### config.mk
export PLATFORM = sky130hd
export DESIGN_NAME = etick_rtc
export DESIGN_NICKNAME = d
export VERILOG_FILES = /design/src/rtl/etick_pkg.sv /design/src/rtl/etick_wreg.sv /design/src/rtl/etick_elapsed.sv /design/src/rtl/etick_interval.sv /design/src/rtl/etick_rtc.sv
export SDC_FILE = /design/constraint.sdc
export NUM_CORES = 1
export LEC_CHECK = 0
export BUFFER_PORTS_ARGS = -buffer_cell sky130_fd_sc_hd__buf_2
export CORE_MARGIN = 1.5
export CORE_UTILIZATION = 45
export DETAILED_ROUTE_END_ITERATION = 8
export GPL_TIMING_DRIVEN = 0
export SETUP_SLACK_MARGIN = 0.5
export SYNTH_ARGS = -nofsm -noshare
export SYNTH_HDL_FRONTEND = slang
export SYNTH_SLANG_ARGS = --single-unit
export TNS_END_PERCENT = 5
### constraint.sdc
create_clock -name clk -period 6.5 [get_ports clk]
set_input_delay 0.65 -clock clk [delete_from_list [all_inputs] [get_ports clk]]
set_output_delay 0.65 -clock clk [all_outputs]
set_load 0.01 [all_outputs]
### src/rtl/etick_pkg.sv
package etick_pkg;
  localparam int unsigned AW = 5;
  localparam logic [AW-1:0] OFS_ELAPSED = 5'h00;
  localparam logic [AW-1:0] OFS_ALARM   = 5'h08;
  localparam logic [AW-1:0] OFS_RELOAD  = 5'h10;
  localparam logic [AW-1:0] OFS_COUNT   = 5'h14;
  localparam logic [AW-1:0] OFS_CTRL    = 5'h1a;
  localparam logic [AW-1:0] OFS_STATUS  = 5'h1e;
  localparam int unsigned ST_ALARM  = 0;
  localparam int unsigned ST_PERIOD = 1;
  localparam int unsigned NUM_SRC   = 2;
endpackage

### src/rtl/etick_wreg.sv
module etick_wreg #(
  parameter int unsigned W = 16,
  parameter int unsigned N = 3
) (
  input  logic           clk,
  input  logic           rst,
  input  logic [N-1:0]   wr_word,
  input  logic [W-1:0]   wdata,
  output logic [W*N-1:0] q,
  output logic [W*N-1:0] q_nxt
);
  for (genvar k = 0; k < N; k++) begin : g_word
    assign q_nxt[k*W +: W] = wr_word[k] ? wdata : q[k*W +: W];
  end

  always_ff @(posedge clk) begin
    if (rst) q <= '0;
    else     q <= q_nxt;
  end
endmodule

### src/rtl/etick_elapsed.sv
module etick_elapsed #(
  parameter int unsigned W = 16,
  parameter int unsigned N = 3
) (
  input  logic           clk,
  input  logic           rst,
  input  logic           tick,
  input  logic [N-1:0]   wr_word,
  input  logic [W-1:0]   wdata,
  output logic [W*N-1:0] cnt
);
  localparam int unsigned CW = W * N;
  logic [CW-1:0] inc;
  logic [CW-1:0] nxt;

  assign inc = cnt + CW'(tick);

  for (genvar k = 0; k < N; k++) begin : g_word
    assign nxt[k*W +: W] = wr_word[k] ? wdata : inc[k*W +: W];
  end

  always_ff @(posedge clk) begin
    if (rst) cnt <= '0;
    else     cnt <= nxt;
  end
endmodule

### src/rtl/etick_interval.sv
module etick_interval #(
  parameter int unsigned W = 32
) (
  input  logic         clk,
  input  logic         rst,
  input  logic         tick,
  input  logic         load,
  input  logic [W-1:0] rld_nxt,
  input  logic [W-1:0] rld,
  output logic [W-1:0] cnt,
  output logic         evt
);
  assign evt = tick && !load && (rld != '0) && (cnt <= W'(1));

  always_ff @(posedge clk) begin
    if (rst)                       cnt <= '0;
    else if (load)                 cnt <= rld_nxt;
    else if (tick && rld != '0)    cnt <= evt ? rld : cnt - W'(1);
  end
endmodule

### src/rtl/etick_rtc.sv
module etick_rtc
  import etick_pkg::*;
#(
  parameter int unsigned WORD_W        = 16,
  parameter int unsigned ELAPSED_WORDS = 3,
  parameter int unsigned PERIOD_WORDS  = 2
) (
  input  logic              clk,
  input  logic              rst,
  input  logic              tick,
  input  logic [AW-1:0]     addr,
  input  logic              wr_en,
  input  logic              rd_en,
  input  logic [WORD_W-1:0] wdata,
  output logic [WORD_W-1:0] rdata,
  output logic              irq_alarm,
  output logic              irq_period
);
  localparam int unsigned EL_W = WORD_W * ELAPSED_WORDS;
  localparam int unsigned PR_W = WORD_W * PERIOD_WORDS;

  logic [ELAPSED_WORDS-1:0] wr_el, wr_cmp;
  logic [PERIOD_WORDS-1:0]  wr_rld;
  logic [EL_W-1:0]          cnt_q, cmp_q, cmp_nxt;
  logic [PR_W-1:0]          rld_q, rld_nxt, pcnt_q;
  logic                     al_evt, pr_evt;
  logic [NUM_SRC-1:0]       st_q, st_n, en_q, en_n, clr;
  logic [WORD_W-1:0]        rd_mux;

  always_comb begin
    for (int k = 0; k < ELAPSED_WORDS; k++) begin
      wr_el[k]  = wr_en && (addr == OFS_ELAPSED + AW'(2*k));
      wr_cmp[k] = wr_en && (addr == OFS_ALARM + AW'(2*k));
    end
    for (int k = 0; k < PERIOD_WORDS; k++)
      wr_rld[k] = wr_en && (addr == OFS_RELOAD + AW'(2*k));
  end

  etick_elapsed #(.W(WORD_W), .N(ELAPSED_WORDS)) i_elapsed (
    .clk(clk), .rst(rst), .tick(tick), .wr_word(wr_el), .wdata(wdata), .cnt(cnt_q));

  etick_wreg #(.W(WORD_W), .N(ELAPSED_WORDS)) i_cmp (
    .clk(clk), .rst(rst), .wr_word(wr_cmp), .wdata(wdata), .q(cmp_q), .q_nxt(cmp_nxt));

  etick_wreg #(.W(WORD_W), .N(PERIOD_WORDS)) i_rld (
    .clk(clk), .rst(rst), .wr_word(wr_rld), .wdata(wdata), .q(rld_q), .q_nxt(rld_nxt));

  etick_interval #(.W(PR_W)) i_interval (
    .clk(clk), .rst(rst), .tick(tick), .load(|wr_rld), .rld_nxt(rld_nxt),
    .rld(rld_q), .cnt(pcnt_q), .evt(pr_evt));

  // Alarm fires when the tick moves the counter onto the compare value
  assign al_evt = tick && ((cnt_q + EL_W'(1)) == cmp_q);

  always_comb begin
    clr = (wr_en && addr == OFS_STATUS) ? wdata[NUM_SRC-1:0] : '0;
    st_n = st_q & ~clr;
    st_n[ST_ALARM]  = st_n[ST_ALARM]  | al_evt;
    st_n[ST_PERIOD] = st_n[ST_PERIOD] | pr_evt;
    en_n = (wr_en && addr == OFS_CTRL) ? wdata[NUM_SRC-1:0] : en_q;
  end

  always_comb begin
    rd_mux = '0;
    for (int k = 0; k < ELAPSED_WORDS; k++) begin
      if (addr == OFS_ELAPSED + AW'(2*k)) rd_mux = cnt_q[k*WORD_W +: WORD_W];
      if (addr == OFS_ALARM + AW'(2*k))   rd_mux = cmp_q[k*WORD_W +: WORD_W];
    end
    for (int k = 0; k < PERIOD_WORDS; k++) begin
      if (addr == OFS_RELOAD + AW'(2*k)) rd_mux = rld_q[k*WORD_W +: WORD_W];
      if (addr == OFS_COUNT + AW'(2*k))  rd_mux = pcnt_q[k*WORD_W +: WORD_W];
    end
    if (addr == OFS_CTRL)   rd_mux = WORD_W'(en_q);
    if (addr == OFS_STATUS) rd_mux = WORD_W'(st_q);
  end

  always_ff @(posedge clk) begin
    if (rst) begin
      st_q       <= '0;
      en_q       <= '0;
      irq_alarm  <= 1'b0;
      irq_period <= 1'b0;
      rdata      <= '0;
    end else begin
      st_q       <= st_n;
      en_q       <= en_n;
      irq_alarm  <= st_n[ST_ALARM] & en_n[ST_ALARM];
      irq_period <= st_n[ST_PERIOD] & en_n[ST_PERIOD];
      if (rd_en) rdata <= rd_mux;
    end
  end
endmodule

# After elaboration in Yosys (flattened, before gate mapping)

Cells that the tools add are included.

Shift operators: 0
$mul: 0
Equality and inequality tests: 12
$add $sub $neg: 3
Bitwise operators: 6
Mux-type cells: 22
Divide/modulo/power cells: 0
Order comparisons: 1
Reductions and logical operators: 20

Operator list:

| operator                | count |
|---|---|
| $mux W16                | 17 |
| $mux W32                | 3 |
| $add A48 B1 Y48         | 1 |
| $add A48 B1 Y48 const B | 1 |
| $eq A48 B48 Y1          | 1 |
| $le A32 B1 Y1 const B   | 1 |
| $reduce_bool A32 Y1     | 1 |
| $sub A32 B1 Y32 const B | 1 |
| $eq A5 B5 Y1 const B    | 6 |
| $eq A5 B4 Y1 const B    | 3 |
| $logic_and A1 B1 Y1     | 15 |
| $eq A5 B2 Y1 const B    | 1 |
| $eq A5 B3 Y1 const B    | 1 |
| $logic_not A5 Y1        | 1 |
| $mux W2                 | 2 |
| $and A1 B1 Y1           | 2 |
| $and A2 B2 Y2           | 1 |
| $not A2 Y2              | 1 |
| $or A1 B1 Y1            | 2 |
| $reduce_bool A2 Y1      | 1 |
| $reduce_or A2 Y1        | 1 |
| $logic_not A1 Y1        | 1 |

Memory bits (writable): 0
Input bits: 26
Logic and storage cells: 75
Memories kept: 0
ROM bits: 0
Latch bits: 0
Register bits after elaboration: 182
Output and inout port bits: 18

# Logic depth before layout (Yosys ltp)

Word-level depth: 13
Depth in mapped cells: 11
Mapped depth without buffers: 10

# Hierarchy

A second synthesis with hierarchy kept.

Cells, all modules: 1,426
Area, all modules: 12,340.6 µm²

Modules (own cells, without submodules):

| module              | cells each | instances | sequential area each (µm²) | area each (µm²) |
|---|---|---|---|---|
| etick_rtc           | 499        | 1         | 440.4                      | 3,767.4 |
| etick_elapsed       | 332        | 1         | 960.9                      | 2,698.8 |
| etick_interval      | 337        | 1         | 640.6                      | 2,538.7 |
| etick_wreg at i_cmp | 155        | 1         | 960.9                      | 2,003.2 |
| etick_wreg at i_rld | 103        | 1         | 640.6                      | 1,332.5 |

# Least setup slack after synthesis

No wires, ideal clock.

Kind: input port to flip-flop
Start point: input port tick
End point: register i_elapsed.cnt[34]
Stages: 10
Path buffers: 0
Path slack: 3.490 ns
Arrival: 2.919 ns
Required time: 6.409 ns
Setup time: 0.091 ns
Path through: ha_1 > ha_1 > nand3_1 > or2_2 > nor3_1 > nand3_1 > nor2_1 > nand2_1 > or3_1 > a311oi_1

Longest elaborated chain between the ends: 2

RTL lines:

| what                   | RTL line            | RTL |
|---|---|---|
| start: declaration     | etick_rtc.sv:10     | `input logic tick,` |
| $add A48 B1 Y48        | etick_elapsed.sv:16 | `assign inc = cnt + CW'(tick);` |
| $mux W16               | etick_elapsed.sv:19 | `assign nxt[k*W +: W] = wr_word[k] ? wdata : inc[k*W +: W];` |
| end signal: assignment | etick_elapsed.sv:24 | `else cnt <= nxt;` |
| end: declaration       | etick_elapsed.sv:10 | `output logic [W*N-1:0] cnt` |

Every way passes these cells.
A chain may end at the register's enable or synchronous reset.

# Final worst setup path

Start point: register i_elapsed.cnt[22]
End point: register irq_alarm

Longest elaborated chain between the ends: 5

RTL lines:

| what                   | RTL line        | RTL |
|---|---|---|
| $add A48 B1 Y48        | etick_rtc.sv:53 | `assign al_evt = tick && ((cnt_q + EL_W'(1)) == cmp_q);` |
| $eq A48 B48 Y1         | etick_rtc.sv:53 |  |
| $logic_and A1 B1 Y1    | etick_rtc.sv:53 |  |
| $or A1 B1 Y1           | etick_rtc.sv:58 | `st_n[ST_ALARM] = st_n[ST_ALARM] \| al_evt;` |
| $and A1 B1 Y1          | etick_rtc.sv:87 | `irq_alarm <= st_n[ST_ALARM] & en_n[ST_ALARM];` |
| end signal: assignment | etick_rtc.sv:87 |  |
| end: declaration       | etick_rtc.sv:16 | `output logic irq_alarm,` |

Every way passes these cells.

==> results.cfg <==
[worst_setup_path]
crit_arrival_ps = 4350
cp-endpoint = irq_alarm$_SDFF_PP0_
cp_max_fo = 9
start_kind = flop
crit_path_end_kind = flop
max_stage_delay_ps = 1170
worstReg2RegEnd = irq_alarm$_SDFF_PP0_
required_ps = 6840
cp.depth = 9
crit_family = simple AND/OR/NAND/NOR gates
cpMostUsedCell = nand4_1
worst-setup-path-type = flop to flop
cpMaxStageDelayCell = nor3b_1
rr_worst_depth = 9
rrSetupSlack_ps = 2480
setup.worst_path.start = i_elapsed.cnt[22]$_SDFF_PP0_
path_buf_inv = 1
critical_path.cell_chain = clkbuf_1 > nand4_1 > nor3b_1 > nand4_1 > xnor2_1 > or3_1 > nor4_1 > a41oi_1 > nor3_1
r2r-start = i_elapsed.cnt[22]$_SDFF_PP0_

[yosys]
synth_cells = 1522
synth_flop_cell = dfxtp_1
synthArstFlopShare_pct = 0
yosys.area.top_type = dfxtp_1
synth.distinct_cells = 75
ys_ff_latch = 182
synthMostInstantiatedCell = nand2_1
syn_nets = 1553
syn_area_per_cell_um2 = 7.54
yosysSeqAreaShare_pct = 31.8
synth_commonest_cells = nand2_1, dfxtp_1, nor2_1
synth_enable_flop_cells = 0
synth.top_cell.area_share_pct = 31.8
syn_area_um2 = 11500
ys.warnings.count = 0
ys_top_cells_by_area = dfxtp_1, nand2_1, a21oi_1

[cts]
cts.clk_slew.worst_paths_ps = 80
cts_setup_buffers = 0
cts_tree = done
cts_buffer_depth = 2
clock-sinks = 182
clk_latency_ps = 460
cts_root_buffer = clkbuf_16
h-tree-depth = 4
cts_resized = 0
hold_buffers = 0
cts_made_buffers = 17

[outcome]
status = finished clean

[drt]
viasPerCell = 6.72
first_pass_iters = 7
wirelength_um = 54000
drt_iter0_drc = 2187
wl_per_cell_um = 28.3
drc_errors = 0
routed-via-count = 12800
ant_nets = 0
m1WireLength_um = 23300
route.met2.wl_um = 21300
met3_length_um = 7580
topRoutingLayerUsed = met5

[floorplanning]
initial_core_util_pct = 45.7
coreArea_um2 = 25100
die_y_um = 163
num_rows = 58
dieArea_um2 = 26500
fp.dieW_um = 163
io_pins = 44

[global_routing]
first_global_vias = 11500
grt_max_degree = 19
overflow = 0
grt_pass1_wl_um = 78500
grt_util_all_layers_pct = 41.0
antenna_found_initial = 2

[layout]
drive_gt1_share_pct = 7.34
filler_cell_count = 2599
regArea_um2 = 3640
multi_input_area_um2 = 7200
nets = 1598
antenna_cells = 0
syn_to_final_growth_pct = 9.95

[placement]
hpwl_um = 39400
post-place-ws_ps = 2410
portBuffers = 26
gp_congestion = 1.03

[power_and_ir_drop]
vdd_drop_max_mv = 0.161
power_density_nw_per_um2 = 267
power_uw = 3360
leakage_uw = 0.00433

[timing]
finalCritPeriodShare_pct = 61.8
setup_viol = 0
tightestPinTransition_ps = 1360
maxSlewHeadroom_pct = 8.35
rsz0062_at_grt = false
finalSetupTns_ps = 0
hold_violations = 0
clock.fmax_mhz = 249
finClkSkew_ps = 16.2
setup_slack_ps = 2480
min_period_ps = 4020
slew_violations = 0

[job]
max-cap-violations = 0

[worst_hold_path]
holdCritPathClass = flop to flop
hold-path-cell-count = 2
[where the power goes]
group	internal (uW)	total [uW]	switching [uW]
Sequential	1160	1250	85.1
Combinational	313	1030	713
Clock	548	1090	543
[sequential cells by signal, indices dropped and copies added (netlist names)]
signal / cells
i_interval.cnt: 32
i_cmp.q: 48
st_q: 2
irq_period: 1
rdata: 16
en_q: 2
i_rld.q: 32
i_elapsed.cnt: 48
irq_alarm: 1
[worst reg2reg max path: cells and delay by family (launching register included)]
family                 cells  cell delay (ps)
AND/OR/NAND/NOR            6             2730
buffers and inverters      1              380
flip-flops                 1              310
AO/OA/AOI/OAI              1              280
XOR/XNOR                   1              190
[stage by stage]
step / std cells / area [um^2] / hold WS, ps / utilization, %
finish: 1910 / 12600 / 476 / 50.2
global route: 1910 / 12600 / 498 / 50.2
CTS: 1910 / 12600 / 470 / 50.2
detailed placement: 1878 / 12000 / 457 / 47.9
global placement: 1878 / 12000 / 454 / 47.9
floorplan: 1522 / 11500 / 456 / -
[final cells by class]
type                       instances  area share, %
buffer                           139           4.55
clock buffer                      18           3.40
clock inverter                    14           1.24
inverter                          19          0.565
multi-input combinational       1182           57.0
sequential                       182           28.9
tap                              330           3.27
timing repair buffer              26           1.03
[layout by cell type, fill, tap and decap left out, types with 14 or more instances in the layout]
cell / synthesis / routed
dfxtp_1: 182 / 182
xor2_1: 48 / 48
buf_2: 12 / 38
clkbuf_2: 15 / 15
nand2_1: 243 / 243
mux2i_1: 40 / 40
clkbuf_1: 101 / 102
inv_1: 19 / 19
or3_1: 17 / 17
xnor2_1: 60 / 60
a21oi_1: 115 / 115
o21ai_0: 56 / 56
nor3_1: 30 / 30
nor4_1: 32 / 31
a222oi_1: 22 / 22
nor2_1: 132 / 132
o211ai_1: 21 / 21
and4_1: 14 / 14
clkbuf_16: 0 / 17
a31oi_1: 24 / 24
nand3_1: 53 / 53
nand4_1: 32 / 32
a211oi_1: 61 / 61
[layer usage]
metal  vias to the layer above  GRT usage [%]
met3                       111           12.0
met5                         -              0
met1                      6216           60.4
li1                       5652              -
met4                         4           13.3
met2                       851           56.4
[how the worst min path moves through the flow]
stage | slack [ps] | start | endpoint
after floorplan | 460 | i_cmp.q[38]$_SDFFE_PP0P_ | i_cmp.q[38]$_SDFFE_PP0P_
after global placement | 450 | rdata[5]$_SDFFE_PP0P_ | rdata[5]$_SDFFE_PP0P_
after detailed placement | 460 | rdata[15]$_SDFFE_PP0P_ | rdata[15]$_SDFFE_PP0P_
after CTS | 470 | rdata[15]$_SDFFE_PP0P_ | rdata[15]$_SDFFE_PP0P_
after global routing | 500 | rdata[2]$_SDFFE_PP0P_ | rdata[2]$_SDFFE_PP0P_
final | 480 | rdata[2]$_SDFFE_PP0P_ | rdata[2]$_SDFFE_PP0P_
[cells by family (layout without fill, tap and decap cells)]
group	after synthesis	in the layout	share of synthesized area, %
xor+xnor	108	108	8.25
simple gates	621	621	25.9
fa+ha+maj	5	5	0.545
buf+inv	158	216	5.63
flops	182	182	31.8
mux	49	49	4.47
compound gates	399	399	23.5
Note: power is estimated with default switching activity, not from simulation.
